<file path="src/rtl/vsd_pkg.sv">
`timescale 1ns/1ps
// Shared types for the virtual address segment decoder.
// Assumes a two-bit privilege field and a two-bit fault code at the ports.
package vsd_pkg;

    // Resolved privilege level.
    typedef enum logic [1:0] {
        PRIV_KERNEL = 2'b00,
        PRIV_SUPER  = 2'b01,
        PRIV_USER   = 2'b10
    } priv_e;

    // Fault code carried with an address error.
    typedef enum logic [1:0] {
        FLT_NONE  = 2'b00,
        FLT_LOAD  = 2'b01,
        FLT_STORE = 2'b10
    } flt_e;

    // Route chosen for one address.
    typedef enum logic [1:0] {
        ROUTE_TLB    = 2'b00,
        ROUTE_DIRECT = 2'b01,
        ROUTE_FAULT  = 2'b10
    } route_e;

endpackage

</file>
<file path="src/rtl/vsd_priv_resolve.sv">
`timescale 1ns/1ps
// Resolves the effective privilege from the status bits and picks the
// 64-bit addressing enable that belongs to it.
// Assumes: exception or error level forces kernel; the reserved field
// value 2'b11 behaves as user.
module vsd_priv_resolve
    import vsd_pkg::*;
(
    input  logic [1:0] mode_field,
    input  logic       exl,
    input  logic       erl,
    input  logic       ux_en,
    input  logic       sx_en,
    input  logic       kx_en,
    output priv_e      priv,
    output logic       ext_addr
);

    // Privilege resolution with the exception/error override.
    always_comb begin
        if (exl || erl) begin
            priv = PRIV_KERNEL;
        end else begin
            case (mode_field)
                2'b00:   priv = PRIV_KERNEL;
                2'b01:   priv = PRIV_SUPER;
                default: priv = PRIV_USER;
            endcase
        end
    end

    // Select the 64-bit enable of the resolved privilege.
    always_comb begin
        case (priv)
            PRIV_KERNEL: ext_addr = kx_en;
            PRIV_SUPER:  ext_addr = sx_en;
            default:     ext_addr = ux_en;
        endcase
    end

endmodule

</file>
<file path="src/rtl/vsd_addr_norm.sv">
`timescale 1ns/1ps
// Normalises the virtual address and flags the two regions that are
// decided without regard to privilege.
// Assumes: a 32-bit address (upper word zero, bit SEXT_BIT set) is
// sign-extended; the direct-physical window is top bits 2'b10.
module vsd_addr_norm #(
    parameter int VA_W     = 64,
    parameter int SEXT_BIT = 31
) (
    input  logic [VA_W-1:0] vaddr,
    output logic [VA_W-1:0] norm_va,
    output logic            in_low,
    output logic            in_phys
);

    localparam int HI_W = VA_W - SEXT_BIT - 1;

    generate
        if (HI_W > 0) begin : g_sext
            logic upper_zero;
            // Detect a 32-bit address in the upper half of its range.
            always_comb upper_zero = (vaddr[VA_W-1:SEXT_BIT+1] == '0);
            // Sign-extend such an address to the full width.
            always_comb begin
                if (upper_zero && vaddr[SEXT_BIT])
                    norm_va = {{HI_W{1'b1}}, vaddr[SEXT_BIT:0]};
                else
                    norm_va = vaddr;
            end
        end else begin : g_pass
            // Address is no wider than the extension point: pass through.
            always_comb norm_va = vaddr;
        end
    endgenerate

    // Low mapped segment: everything above the extension bit is zero.
    always_comb in_low = (vaddr[VA_W-1:SEXT_BIT] == '0);

    // Direct-physical window on the top two bits.
    always_comb in_phys = (vaddr[VA_W-1:VA_W-2] == 2'b10);

endmodule

</file>
<file path="src/rtl/vsd_region_sel.sv">
`timescale 1ns/1ps
// Chooses the route, the direct physical address, the cacheability and
// the fault code for one normalised address.
// Assumes: priority is physical window, then low segment, then the
// privilege-dependent decode of the remaining space.
module vsd_region_sel
    import vsd_pkg::*;
#(
    parameter int VA_W  = 64,
    parameter int PA_W  = 44,
    parameter int WIN_W = 29
) (
    input  priv_e           priv,
    input  logic            erl,
    input  logic            is_store,
    input  logic [VA_W-1:0] norm_va,
    input  logic            in_low,
    input  logic            in_phys,
    output route_e          route,
    output logic [PA_W-1:0] phys,
    output logic            cached,
    output flt_e            fcode
);

    // Bit that splits the kernel windows from the mapped kernel space,
    // and the width of the low segment.
    localparam int SPLIT_BIT = WIN_W + 1;
    localparam int LOW_W     = WIN_W + 2;

    logic in_kwin;

    // Two adjacent kernel windows: all ones above LOW_W, split bit clear.
    always_comb in_kwin = (&norm_va[VA_W-1:LOW_W]) && !norm_va[SPLIT_BIT];

    // Prioritised route decision.
    always_comb begin
        route  = ROUTE_TLB;
        phys   = '0;
        cached = 1'b0;
        fcode  = FLT_NONE;
        if (in_phys) begin
            route  = ROUTE_DIRECT;
            phys   = norm_va[PA_W-1:0];
            cached = 1'b1;
        end else if (in_low) begin
            if (erl) begin
                route = ROUTE_DIRECT;
                phys  = PA_W'(norm_va[LOW_W-1:0]);
            end
        end else if (priv == PRIV_KERNEL) begin
            if (in_kwin) begin
                route  = ROUTE_DIRECT;
                phys   = PA_W'(norm_va[WIN_W-1:0]);
                cached = !norm_va[WIN_W];
            end
        end else begin
            route = ROUTE_FAULT;
            fcode = is_store ? FLT_STORE : FLT_LOAD;
        end
    end

endmodule

</file>
<file path="src/rtl/va_segment_decoder.sv">
`timescale 1ns/1ps
// Virtual address segment decoder top level.
// Classifies each valid request as lookup, direct or fault, and drives
// all outputs to zero while no request is presented.
// Assumes: purely combinational; PA_W is at least WIN_W + 2.
module va_segment_decoder
    import vsd_pkg::*;
#(
    parameter int VA_W  = 64,
    parameter int PA_W  = 44,
    parameter int WIN_W = 29
) (
    input  logic            req_valid,
    input  logic [VA_W-1:0] vaddr,
    input  logic            is_store,
    input  logic [1:0]      mode_field,
    input  logic            exl,
    input  logic            erl,
    input  logic            ux_en,
    input  logic            sx_en,
    input  logic            kx_en,
    output logic            is_lookup,
    output logic            is_direct,
    output logic            is_fault,
    output logic [PA_W-1:0] phys_addr,
    output logic            phys_cached,
    output logic [1:0]      fault_code,
    output logic            ext_addr
);

    localparam int SEXT_BIT = WIN_W + 2;

    priv_e           priv;
    logic            ext_raw;
    logic [VA_W-1:0] norm_va;
    logic            in_low;
    logic            in_phys;
    route_e          route;
    logic [PA_W-1:0] phys;
    logic            cached;
    flt_e            fcode;

    vsd_priv_resolve u_priv (
        .mode_field (mode_field),
        .exl        (exl),
        .erl        (erl),
        .ux_en      (ux_en),
        .sx_en      (sx_en),
        .kx_en      (kx_en),
        .priv       (priv),
        .ext_addr   (ext_raw)
    );

    vsd_addr_norm #(
        .VA_W     (VA_W),
        .SEXT_BIT (SEXT_BIT)
    ) u_norm (
        .vaddr   (vaddr),
        .norm_va (norm_va),
        .in_low  (in_low),
        .in_phys (in_phys)
    );

    vsd_region_sel #(
        .VA_W  (VA_W),
        .PA_W  (PA_W),
        .WIN_W (WIN_W)
    ) u_sel (
        .priv     (priv),
        .erl      (erl),
        .is_store (is_store),
        .norm_va  (norm_va),
        .in_low   (in_low),
        .in_phys  (in_phys),
        .route    (route),
        .phys     (phys),
        .cached   (cached),
        .fcode    (fcode)
    );

    // Qualify every output with the request-valid input.
    always_comb begin
        is_lookup   = 1'b0;
        is_direct   = 1'b0;
        is_fault    = 1'b0;
        phys_addr   = '0;
        phys_cached = 1'b0;
        fault_code  = FLT_NONE;
        ext_addr    = 1'b0;
        if (req_valid) begin
            is_lookup   = (route == ROUTE_TLB);
            is_direct   = (route == ROUTE_DIRECT);
            is_fault    = (route == ROUTE_FAULT);
            phys_addr   = phys;
            phys_cached = cached;
            fault_code  = fcode;
            ext_addr    = ext_raw;
        end
    end

endmodule

</file>
<file path="config.mk">
export PLATFORM = sky130hd
export DESIGN_NAME = va_segment_decoder
export DESIGN_NICKNAME = d
export VERILOG_FILES = /design/src/rtl/vsd_pkg.sv /design/src/rtl/vsd_priv_resolve.sv /design/src/rtl/vsd_addr_norm.sv /design/src/rtl/vsd_region_sel.sv /design/src/rtl/va_segment_decoder.sv
export SDC_FILE = /design/constraint.sdc
export NUM_CORES = 1
export LEC_CHECK = 0
export ABC_AREA = 1
export BUFFER_PORTS_ARGS = -buffer_cell sky130_fd_sc_hd__buf_2
export CORE_MARGIN = 5
export CORE_UTILIZATION = 31
export DETAILED_ROUTE_END_ITERATION = 8
export GPL_TIMING_DRIVEN = 0
export PLACE_DENSITY = 0.86
export SKIP_LAST_GASP = 1
export SLEW_MARGIN = 5
export SYNTH_ARGS = -nofsm -noshare
export SYNTH_HDL_FRONTEND = slang
export SYNTH_SLANG_ARGS = --single-unit
</file>
<file path="constraint.sdc">
create_clock -name vclk -period 1.3
set_clock_uncertainty 0.05 [all_clocks]
set_input_delay 0.065 -clock vclk [all_inputs]
set_output_delay 0.065 -clock vclk [all_outputs]
set_load 0.05 [all_outputs]
</file>
==> results.md, run 1 <==
* Status: aborted with a tool error
* DPL Wire Length at 3.34 mm
* Placed insts at 341
* Synth Cell Area at 803 µm²
* Post-synthesis cell type count at 16
* Post-synthesis sequential area ratio at 0%
* Syn Nets at 260
* Row count at 18
* Die span in y at 60.9 µm
* Buffers on Ports at 124
* Worst EP kind: output port
* Post-Place Setup Slack at -407 ps
* Avg Synthesized Cell Area at 4.30 µm²
* Placer congestion estimate at 0.786
* Worst setup endpoint GRT: phys_addr[11]
* YS warnings at 0
* I/O pin count at 124
* Pin count of the biggest net entering global routing at 11
* Die Span X at 60.9 µm
* Cell count after synthesis at 187
* Starting density of the core at 32.4%
* Failing step: global routing
* First Err: [ERROR DPL-0038] Utilization greater than 100%, impossible to legalize
* Dpl cell area at 0.00178 mm²
[through the flow]
| step | hold slack, ps | util, % |
|---|---|---|
| 4_1_cts | 409 | 94.4 |
| 2_1_floorplan | 143 | - |
| 3_3_place_gp | 430 | 71.7 |
| 3_5_place_dp | 433 | 71.7 |
[kinds of logic after synthesis]
family,share of synthesized area (%)
buffers and inverters,29.4
and+or+nand+nor,61.7
AOI/OAI and AO/OA,8.88
[synthesized netlist by cell type, drive strengths merged]
cell type | number | area (µm²)
or2 | 1 | 6.26
inv | 52 | 195
nand4 | 1 | 6.26
o21ai | 1 | 5.00
clkbuf | 2 | 7.51
nor2 | 63 | 264
nand2 | 39 | 154
nand3b | 1 | 7.51
nand3 | 5 | 25.0
a31oi | 1 | 6.26
nor3b | 1 | 7.51
buf | 3 | 33.8
a21oi | 12 | 60.1
nor3 | 5 | 25.0
[what timing repair did]
item | CTS
pin swaps | 5
endpoints found under the setup margin | 48
resized for setup | 127
hold buffers | 0
buffers inserted | 10
gates cloned | 2
==> run 2, diff against run 1 <==
--- a/config.mk
+++ b/config.mk
@@ -8,10 +8,10 @@
 export ABC_AREA = 1
 export BUFFER_PORTS_ARGS = -buffer_cell sky130_fd_sc_hd__buf_2
 export CORE_MARGIN = 5
-export CORE_UTILIZATION = 31
+export CORE_UTILIZATION = 20
 export DETAILED_ROUTE_END_ITERATION = 8
 export GPL_TIMING_DRIVEN = 0
-export PLACE_DENSITY = 0.86
+export PLACE_DENSITY_LB_ADDON = 0.15
 export SKIP_LAST_GASP = 1
 export SLEW_MARGIN = 5
 export SYNTH_ARGS = -nofsm -noshare
==> results.md, run 2 <==
* YS warnings at 0 (unchanged)
* Slew @ Worst Pin at 396 ps
* Avg Synthesized Cell Area at 4.30 µm² (unchanged)
* Flip-flop and latch count at 0
* DPL Wire Length at 3.21 mm (-3.8%)
* Fillers at 346
* GRT Util Overall at 13.5%
* DR vias at 1539
* Final worst setup slack at -257 ps
* Buffers on Ports at 124 (unchanged)
* Clock buffer count at 0
* Pin count of the biggest net entering global routing at 11
* Most frequent cells in the layout: buf_2 (62), buf_6 (54), inv_1 (47)
* Global-route wire length before repair at 6.08 mm
* Max FO, Critical Path at 5
* Final period util at 120%
* Sw Ratio at 58.3%
* CP max stage cell: buf_12
* Clock network fraction of design power at 0%
* Vias in the first global route at 1395
* Crit-path leading delay family: simple AND/OR/NAND/NOR gates
* Max Cap Violations at 0
* Logic pwr share at 100.0%
* # diodes at 0
* Final Critical Period at 1560 ps
* Slew Limit Fails at 0
* Overflow left after global routing at 0
* Final hold slack at 374 ps
* Nets at 398
* Slowest cell delay on critical path at 150 ps
* Setup crit start kind: primary input
* Area added between synthesis and finish at 212%
* Post-Place Setup Slack at -402 ps (+5.23 ps)
* PwrDens at 265 mW/mm²
* DRT antenna net count at 0
* Dpl cell area at 0.00180 mm² (+1.4%)
* Critical path launch point: vaddr[46]
* Finished Cell Area at 0.00251 mm²
* Status: finished with violations
* Worst EP arrival at 1440 ps
* Final setup fails at 48
* DR iter-0 viols at 26
* DR vias/cell at 4.13
* Post-synthesis cell type count at 16 (unchanged)
* Register share of total power at 0%
* Die area at 0.00538 mm²
* Die Span X at 73.4 µm (+20%)
* Slew margin rel. at 73.5%
* Final Util at 63.6%
* CP Buf/Inv Count at 3
* Top cells by count, synth: inv_1 (52), nor2_1 (52), nand2_1 (36), a21oi_1 (12), nor2_2 (11)
* Post-synthesis sequential area ratio at 0% (unchanged)
* Die span in y at 73.4 µm (+20%)
* Wire length per cell at 11.3 µm
* WL final at 4.21 mm
* Synth Cell Area at 803 µm² (unchanged)
* CP cell instances: buf_6 -> nor2_2 -> nand2_1 -> nor2_1 -> nand2_1 -> nor2_2 -> nand2_2 -> nand2_2 -> nand2_4 -> nand2_4 -> nand2_8 -> buf_12 -> nor2_4 -> buf_8
* CTS Hold Bufs at 0 (unchanged)
* Drt drc at 0
* Commonest non-fill, non-tap cell in the layout: buf_2
* Length of the first detailed-routing pass in iterations at 4
* Cell count after synthesis at 187 (unchanged)
* Synth top area share at 24.3% (unchanged)
* FMAX at 642 MHz
* Initial antenna violation count at 0
* Kind of critical path: in2out
* P_leak at 1.28 nW
* NetSw at 387 µW
* Final hold violations at 0
* Share of cells above drive strength 1 at 66.9%
* I/O pin count at 124 (unchanged)
* Syn Nets at 260 (unchanged)
* Row count at 23 (+5)
* Violated checks: negative setup slack
* Synth area leaders: inv_1 (24%), nor2_1 (24%), nand2_1 (17%)
* CORE AREA at 0.00394 mm²
* VDD IR max at 0.000139 V
* RSZ-0062 raised after global routing: yes
* Worst Min Path Start: is_store
* WP data required at 1190 ps
* Internal at 277 µW
* Placer congestion estimate at 0.757 (-3.7%)
* FF/Latch Area at 0 µm²
* Multi-input logic area at 0.00100 mm²
* Critical Path Sink Type: output pin
* Leading area contributor after synthesis: inv_1
* Starting density of the core at 20.4% (-12 points)
* HP Class: in2out
-- run 2: what timing repair did --
item,in CTS,in global routing
gates cloned,2,0
resized for setup,129,38
pin swaps,9,7
setup endpoints to repair,48,50
setup buffers,8,3
endpoints found under the hold margin,0,0
-- run 2: worst paths after layout --
kind	to	slack, ps	depth (start not counted)
worst max-delay path	phys_addr[20]	-260	14
worst min-delay path	fault_code[0]	370	3
-- run 2: cells by family after synthesis --
group | after synthesis | synth area share [%]
AND/OR/NAND/NOR | 116 | 61.7
AO/OA/AOI/OAI | 14 | 8.88
buffers and inverters | 57 | 29.4
-- run 2: area by class of cell --
cell class	instances	share of cell area (%)
tap	50	2.50
inverter	52	7.93
multi-input combinational	130	40.1
timing repair buffer	136	45.8
buffer	5	3.69
-- run 2: power groups by stage --
stage | Combinational (mW) | Sequential [mW] | Clock [mW]
CTS | 0.627 | 0 | 0
finish | 0.664 | 0 | 0
detailed placement | 0.519 | 0 | 0
floorplan | 0.335 | 0 | 0
global route | 0.711 | 0 | 0
global placement | 0.515 | 0 | 0
-- run 2: through the flow --
stage          TNS (ps)  std cells  power (mW)
2_1_floorplan     -3950        187       0.335
3_3_place_gp     -16040        361       0.515
3_5_place_dp     -15740        361       0.519
4_1_cts          -10160        371       0.627
5_1_grt          -15450        373       0.711
6_report          -9730        373       0.664
-- run 2: per-layer routing --
layer / wire [µm] / share of wire (%) / global-route usage, %
met2: 2320 / 55 / 26.6
met3: 386 / 9.2 / 1.64
met1: 1500 / 36 / 16.1
met5: 0 / 0 / 0
met4: 0 / 0 / 0.805
No activity file was read; power rests on OpenSTA's default activity.
==> run 3, diff against run 2 <==
==> constraint.sdc (replaced) <==
create_clock -name vclk -period 1.3
set_clock_uncertainty 0.05 [all_clocks]
set_input_delay 0.195 -clock vclk [all_inputs]
set_output_delay 0.195 -clock vclk [all_outputs]
set_load 0.05 [all_outputs]
==> results.md, run 3 (synthesis results as in run 2) <==
* I/O pin count at 124 (unchanged)
* RSZ-0062 raised after global routing: yes
* WL final at 4.64 mm (+10%)
* DR vias at 1585 (+3.0%)
* Final hold slack at 613 ps (+239 ps)
* Clock buffer count at 0 (unchanged)
* Setup crit start kind: primary input
* CORE AREA at 0.00394 mm² (unchanged)
* WHS Endpoint: fault_code[0]
* Power Total at 732 µW (+10%)
* Die Span X at 73.4 µm (unchanged)
* Placed insts at 361 (unchanged)
* Nets at 403 (+1.3%)
* Slew margin rel. at 84.8% (+11 points)
* Placer congestion estimate at 0.740 (-2.3%)
* Fillers at 301 (-13%)
* Max FO, Critical Path at 6 (+1)
* Length of the first detailed-routing pass in iterations at 2 (-2)
* Critical Path Sink Type: output pin
* CP max stage cell: nor3_2
* CP most frequent cell: nand2_2
* GR Util met3 at 2.60% (+0.96 points)
* Vias in the first global route at 1546 (+11%)
* M1 GR Usage at 17.0% (+0.88 points)
* Max Cap Violations at 0 (unchanged)
* Layout Cells excl Fill at 378 (+1.3%)
* Dpl cell area at 0.00195 mm² (+8.1%)
* Pin count of the biggest net entering global routing at 11 (unchanged)
* Overflow left after global routing at 0 (unchanged)
* Starting density of the core at 20.4% (unchanged)
* Drt drc at 0 (unchanged)
* Slowest cell delay on critical path at 210 ps (+60 ps)
* Kind of critical path: in2out
* Top Usage Layer GRT: met2
* Status: finished with violations
* WP data required at 1050 ps (-140 ps)
* Buffers on Ports at 124 (unchanged)
* # diodes at 0 (unchanged)
* Violated checks: negative setup slack
* Finished Cell Area at 0.00277 mm² (+11%)
* Commonest non-fill, non-tap cell in the layout: buf_2
* Final period util at 147% (+28 points)
* GR Layer Usage met2 at 29.2% (+2.6 points)
* Row count at 23 (unchanged)
* DR iter-0 viols at 19 (-27%)
* Flip-flop and latch count at 0 (unchanged)
* CP cell instances: buf_2 -> inv_1 -> nand3_2 -> nor3_2 -> nand2_2 -> nand2_2 -> nand2_2 -> nand2_4 -> nand2_8 -> clkbuf_16 -> nor2_4 -> buf_8
* GRT Util Overall at 14.6% (+1.1 points)
* Final setup TNS at -25050 ps (-15320 ps)
* P_leak at 1.36 nW (+6.2%)
* HP Class: in2out
* Worst EP arrival at 1670 ps (+230 ps)
* Worst Hold Depth at 3 (unchanged)
* Final hold violations at 0 (unchanged)
* Wire length per cell at 12.3 µm (+8.8%)
* FMAX at 522 MHz (-19%)
* Final setup fails at 50 (+4.2%)
* Die span in y at 73.4 µm (unchanged)
* CTS Hold Bufs at 0 (unchanged)
* Global-route wire length before repair at 6.56 mm (+7.8%)
* Final worst setup slack at -616 ps (-359 ps)
* DRT antenna net count at 0 (unchanged)
* Final Critical Period at 1920 ps (+359 ps)
* Die area at 0.00538 mm² (unchanged)
* Slew Limit Fails at 0 (unchanged)
* Share of cells above drive strength 1 at 72.0% (+5.1 points)
* Area added between synthesis and finish at 245%
* Initial antenna violation count at 0 (unchanged)
* Most frequent cells in the layout: buf_2 (61), buf_6 (54), inv_1 (43)
* DR vias/cell at 4.19 (+1.6%)
* Slew @ Worst Pin at 227 ps (-169 ps)
* VDD IR max at 0.000139 V (+0.32%)
* FF/Latch Area at 0 µm² (unchanged)
* PwrDens at 264 mW/mm² (-0.30%)
* Worst Min Path Start: is_store
* DPL Wire Length at 3.38 mm (+5.2%)
==> run 3: cell count changes in the layout (fill, tap and decap cells not counted), sizes merged <==
cell,change
inv,-1
buf,+2
clkinvlp,+1
clkbuf,+3
==> run 3: critical path: cells and delay by family <==
kind                   cells  cell delay [ps]
buffers and inverters      4              590
AND/OR/NAND/NOR            8              890
==> run 3: through the flow <==
stage	util [%]	setup slack (ps)
after floorplan	-	-364
after global placement	49.3	-759
after detailed placement	49.3	-757
after global routing	70.4	-722
final	70.4	-616
after CTS	63.3	-598
==> run 3: worst max path at each step <==
| stage | from | to | cells past startpoint |
|---|---|---|---|
| after CTS | vaddr[34] | phys_addr[0] | 14 |
| after global routing | vaddr[37] | phys_addr[23] | 14 |
| final | vaddr[32] | phys_addr[23] | 12 |
| after detailed placement | vaddr[34] | phys_addr[0] | 14 |
| after floorplan | vaddr[47] | phys_addr[0] | 12 |
| after global placement | vaddr[34] | phys_addr[20] | 14 |
==> run 3: area by class of cell <==
| type | count | area, µm² | share of cell area, % |
|---|---|---|---|
| Tap cell | 50 | 62.6 | 2.26 |
| Inverter | 52 | 203 | 7.31 |
| Timing Repair Buffer | 141 | 1290 | 46.5 |
| Buffer | 5 | 110 | 3.97 |
| Multi-Input combinational cell | 130 | 1110 | 39.9 |
==> run 3: repair_timing <==
action,in CTS,in global routing
endpoints found under the hold margin,0,0
buffers inserted,9,5
cloned,2,3
resized for setup,123,50
pin swaps,7,30
endpoints found under the setup margin,51,51
==> run 3: where the power goes <==
part           internal [mW]  switching (mW)  leakage (nW)
clock network              0               0             0
registers                  0               0             0
logic                  0.316           0.416          1.36
total                  0.316           0.416          1.36
==> run 3: per-layer routing <==
layer  up-vias  share of wire [%]
li1        821                  -
met1       700                 35
met2        64                 56
met3         0                8.8
met4         0                  0
met5         -                  0
==> run 4, diff against run 3 <==
--- a/config.mk
+++ b/config.mk
@@ -12,6 +12,7 @@
 export DETAILED_ROUTE_END_ITERATION = 8
 export GPL_TIMING_DRIVEN = 0
 export PLACE_DENSITY_LB_ADDON = 0.15
+export SETUP_SLACK_MARGIN = 0.02
 export SKIP_LAST_GASP = 1
 export SLEW_MARGIN = 5
 export SYNTH_ARGS = -nofsm -noshare
==> results.md, run 4 (synthesis results as in run 2) <==
* Slew Limit Fails at 0 (unchanged)
* Pin count of the biggest net entering global routing at 11 (unchanged)
* Worst EP arrival at 1650 ps (-20 ps)
* Drt drc at 0 (unchanged)
* Finished Cell Area at 0.00271 mm² (-2.3%)
* Flip-flop and latch count at 0 (unchanged)
* GRT Util Overall at 14.5% (-0.14 points)
* HP Class: in2out
* WP data required at 1050 ps (about the same)
* FF/Latch Area at 0 µm² (unchanged)
* DR vias at 1578 (-0.44%)
* Die span in y at 73.4 µm (unchanged)
* Overflow left after global routing at 0 (unchanged)
* NetSw at 413 µW (-0.62%)
* RSZ-0062 raised after global routing: yes
* Length of the first detailed-routing pass in iterations at 4 (+2)
* Initial antenna violation count at 0 (unchanged)
* Slew @ Worst Pin at 262 ps (+35.0 ps)
* Status: finished with violations
* Row count at 23 (unchanged)
* Max Cap Violations at 0 (unchanged)
* Placed insts at 361 (unchanged)
* Commonest non-fill, non-tap cell in the layout: buf_2
* Dpl cell area at 0.00196 mm² (+0.71%)
* Max FO, Critical Path at 6 (unchanged)
* Final Critical Period at 1890 ps (-24.1 ps)
* Kind of critical path: in2out
* Logic pwr share at 100.0% (about the same)
* Final worst setup slack at -592 ps (+24.1 ps)
* Die Span X at 73.4 µm (unchanged)
* Wire length per cell at 12.2 µm (-0.69%)
* FMAX at 529 MHz (+1.3%)
* Most frequent cells in the layout: buf_2 (68), buf_6 (51), inv_1 (43)
* Final period util at 146% (-1.9 points)
* Internal at 293 µW (-7.2%)
* Nets at 404 (+0.25%)
* Layout Cells excl Fill at 379 (+0.26%)
* Share of cells above drive strength 1 at 71.7% (-0.22 points)
* Area added between synthesis and finish at 237%
* Starting density of the core at 20.4% (unchanged)
* Final Util at 68.7% (-1.7 points)
* I/O pin count at 124 (unchanged)
* Critical Path Sink Type: output pin
* Slew margin rel. at 82.5% (-2.4 points)
* Clock buffer count at 0 (unchanged)
* Fillers at 317 (+5.3%)
* Post-Place Setup Slack at -756 ps (+0.881 ps)
* Clock network fraction of design power at 0% (unchanged)
* Final setup fails at 50 (unchanged)
* # diodes at 0 (unchanged)
* DRT antenna net count at 0 (unchanged)
* Multi-input logic area at 0.00111 mm² (+0.34%)
* Global-route wire length before repair at 6.50 mm (-0.85%)
* Die area at 0.00538 mm² (unchanged)
* PwrDens at 261 mW/mm² (-1.2%)
* DPL Wire Length at 3.30 mm (-2.2%)
* Placer congestion estimate at 0.739 (-0.15%)
* Sw Ratio at 58.5% (+1.7 points)
* P_leak at 1.35 nW (-0.70%)
* DR vias/cell at 4.16 (-0.70%)
* CORE AREA at 0.00394 mm² (unchanged)
* Setup crit start kind: primary input
* CTS Hold Bufs at 0 (unchanged)
* Final hold violations at 0 (unchanged)
* Vias in the first global route at 1518 (-1.8%)
* Buffers on Ports at 124 (unchanged)
* WL final at 4.62 mm (-0.43%)
* DR iter-0 viols at 23 (+4)
* Register share of total power at 0% (unchanged)
* VDD IR max at 0.000171 V (+23%)
* Violated checks: negative setup slack
[run 4: worst paths after layout]
kind | start | endpoint | slack [ps] | depth (start not counted)
max | vaddr[41] | phys_addr[5] | -590 | 14
min | is_store | fault_code[0] | 610 | 3
[run 4: metrics by stage]
step                      total power [mW]  hold slack [ps]  setup TNS [ps]
after detailed placement             0.555              671          -31520
final                                0.707              615          -25080
after global routing                 0.754              639          -31560
after floorplan                      0.369              441          -14240
after global placement               0.550              665          -31750
after CTS                            0.664              618          -22980
[run 4: layout make-up]
type	count	share of cell area (%)
repair buffers	142	45.3
multi-input cells	130	41.0
well taps	50	2.31
inverters	52	7.48
plain buffers	5	3.88
[run 4: what timing repair did]
item / CTS / global route
pin swaps: 9 / 16
cloned: 1 / 3
gates resized for setup: 128 / 29
setup buffers: 9 / 5
setup endpoints to repair: 51 / 51
[run 4: power by group through the flow]
| stage | combinational (mW) | clock (mW) | sequential [mW] |
|---|---|---|---|
| after floorplan | 0.369 | 0 | 0 |
| after global placement | 0.550 | 0 | 0 |
| after CTS | 0.664 | 0 | 0 |
| after global routing | 0.754 | 0 | 0 |
| final | 0.707 | 0 | 0 |
| after detailed placement | 0.555 | 0 | 0 |
[run 4: routing by layer]
layer / part of all wire, % / GRT usage (%)
met5: 0 / 0
met4: 0 / 0
met3: 6.0 / 1.37
met2: 57 / 29.1
met1: 37 / 17.4
[run 4: critical path, cell delays in order]
cell,delay [ps]
buf_6,100
nor2_2,100
nand2_2,60
nor2_2,100
nand2_1,70
nor2_2,130
nand2_2,90
nand2_2,90
nand2_2,60
nand2_4,100
nand2_8,100
clkbuf_16,190
nor2_4,100
buf_6,160
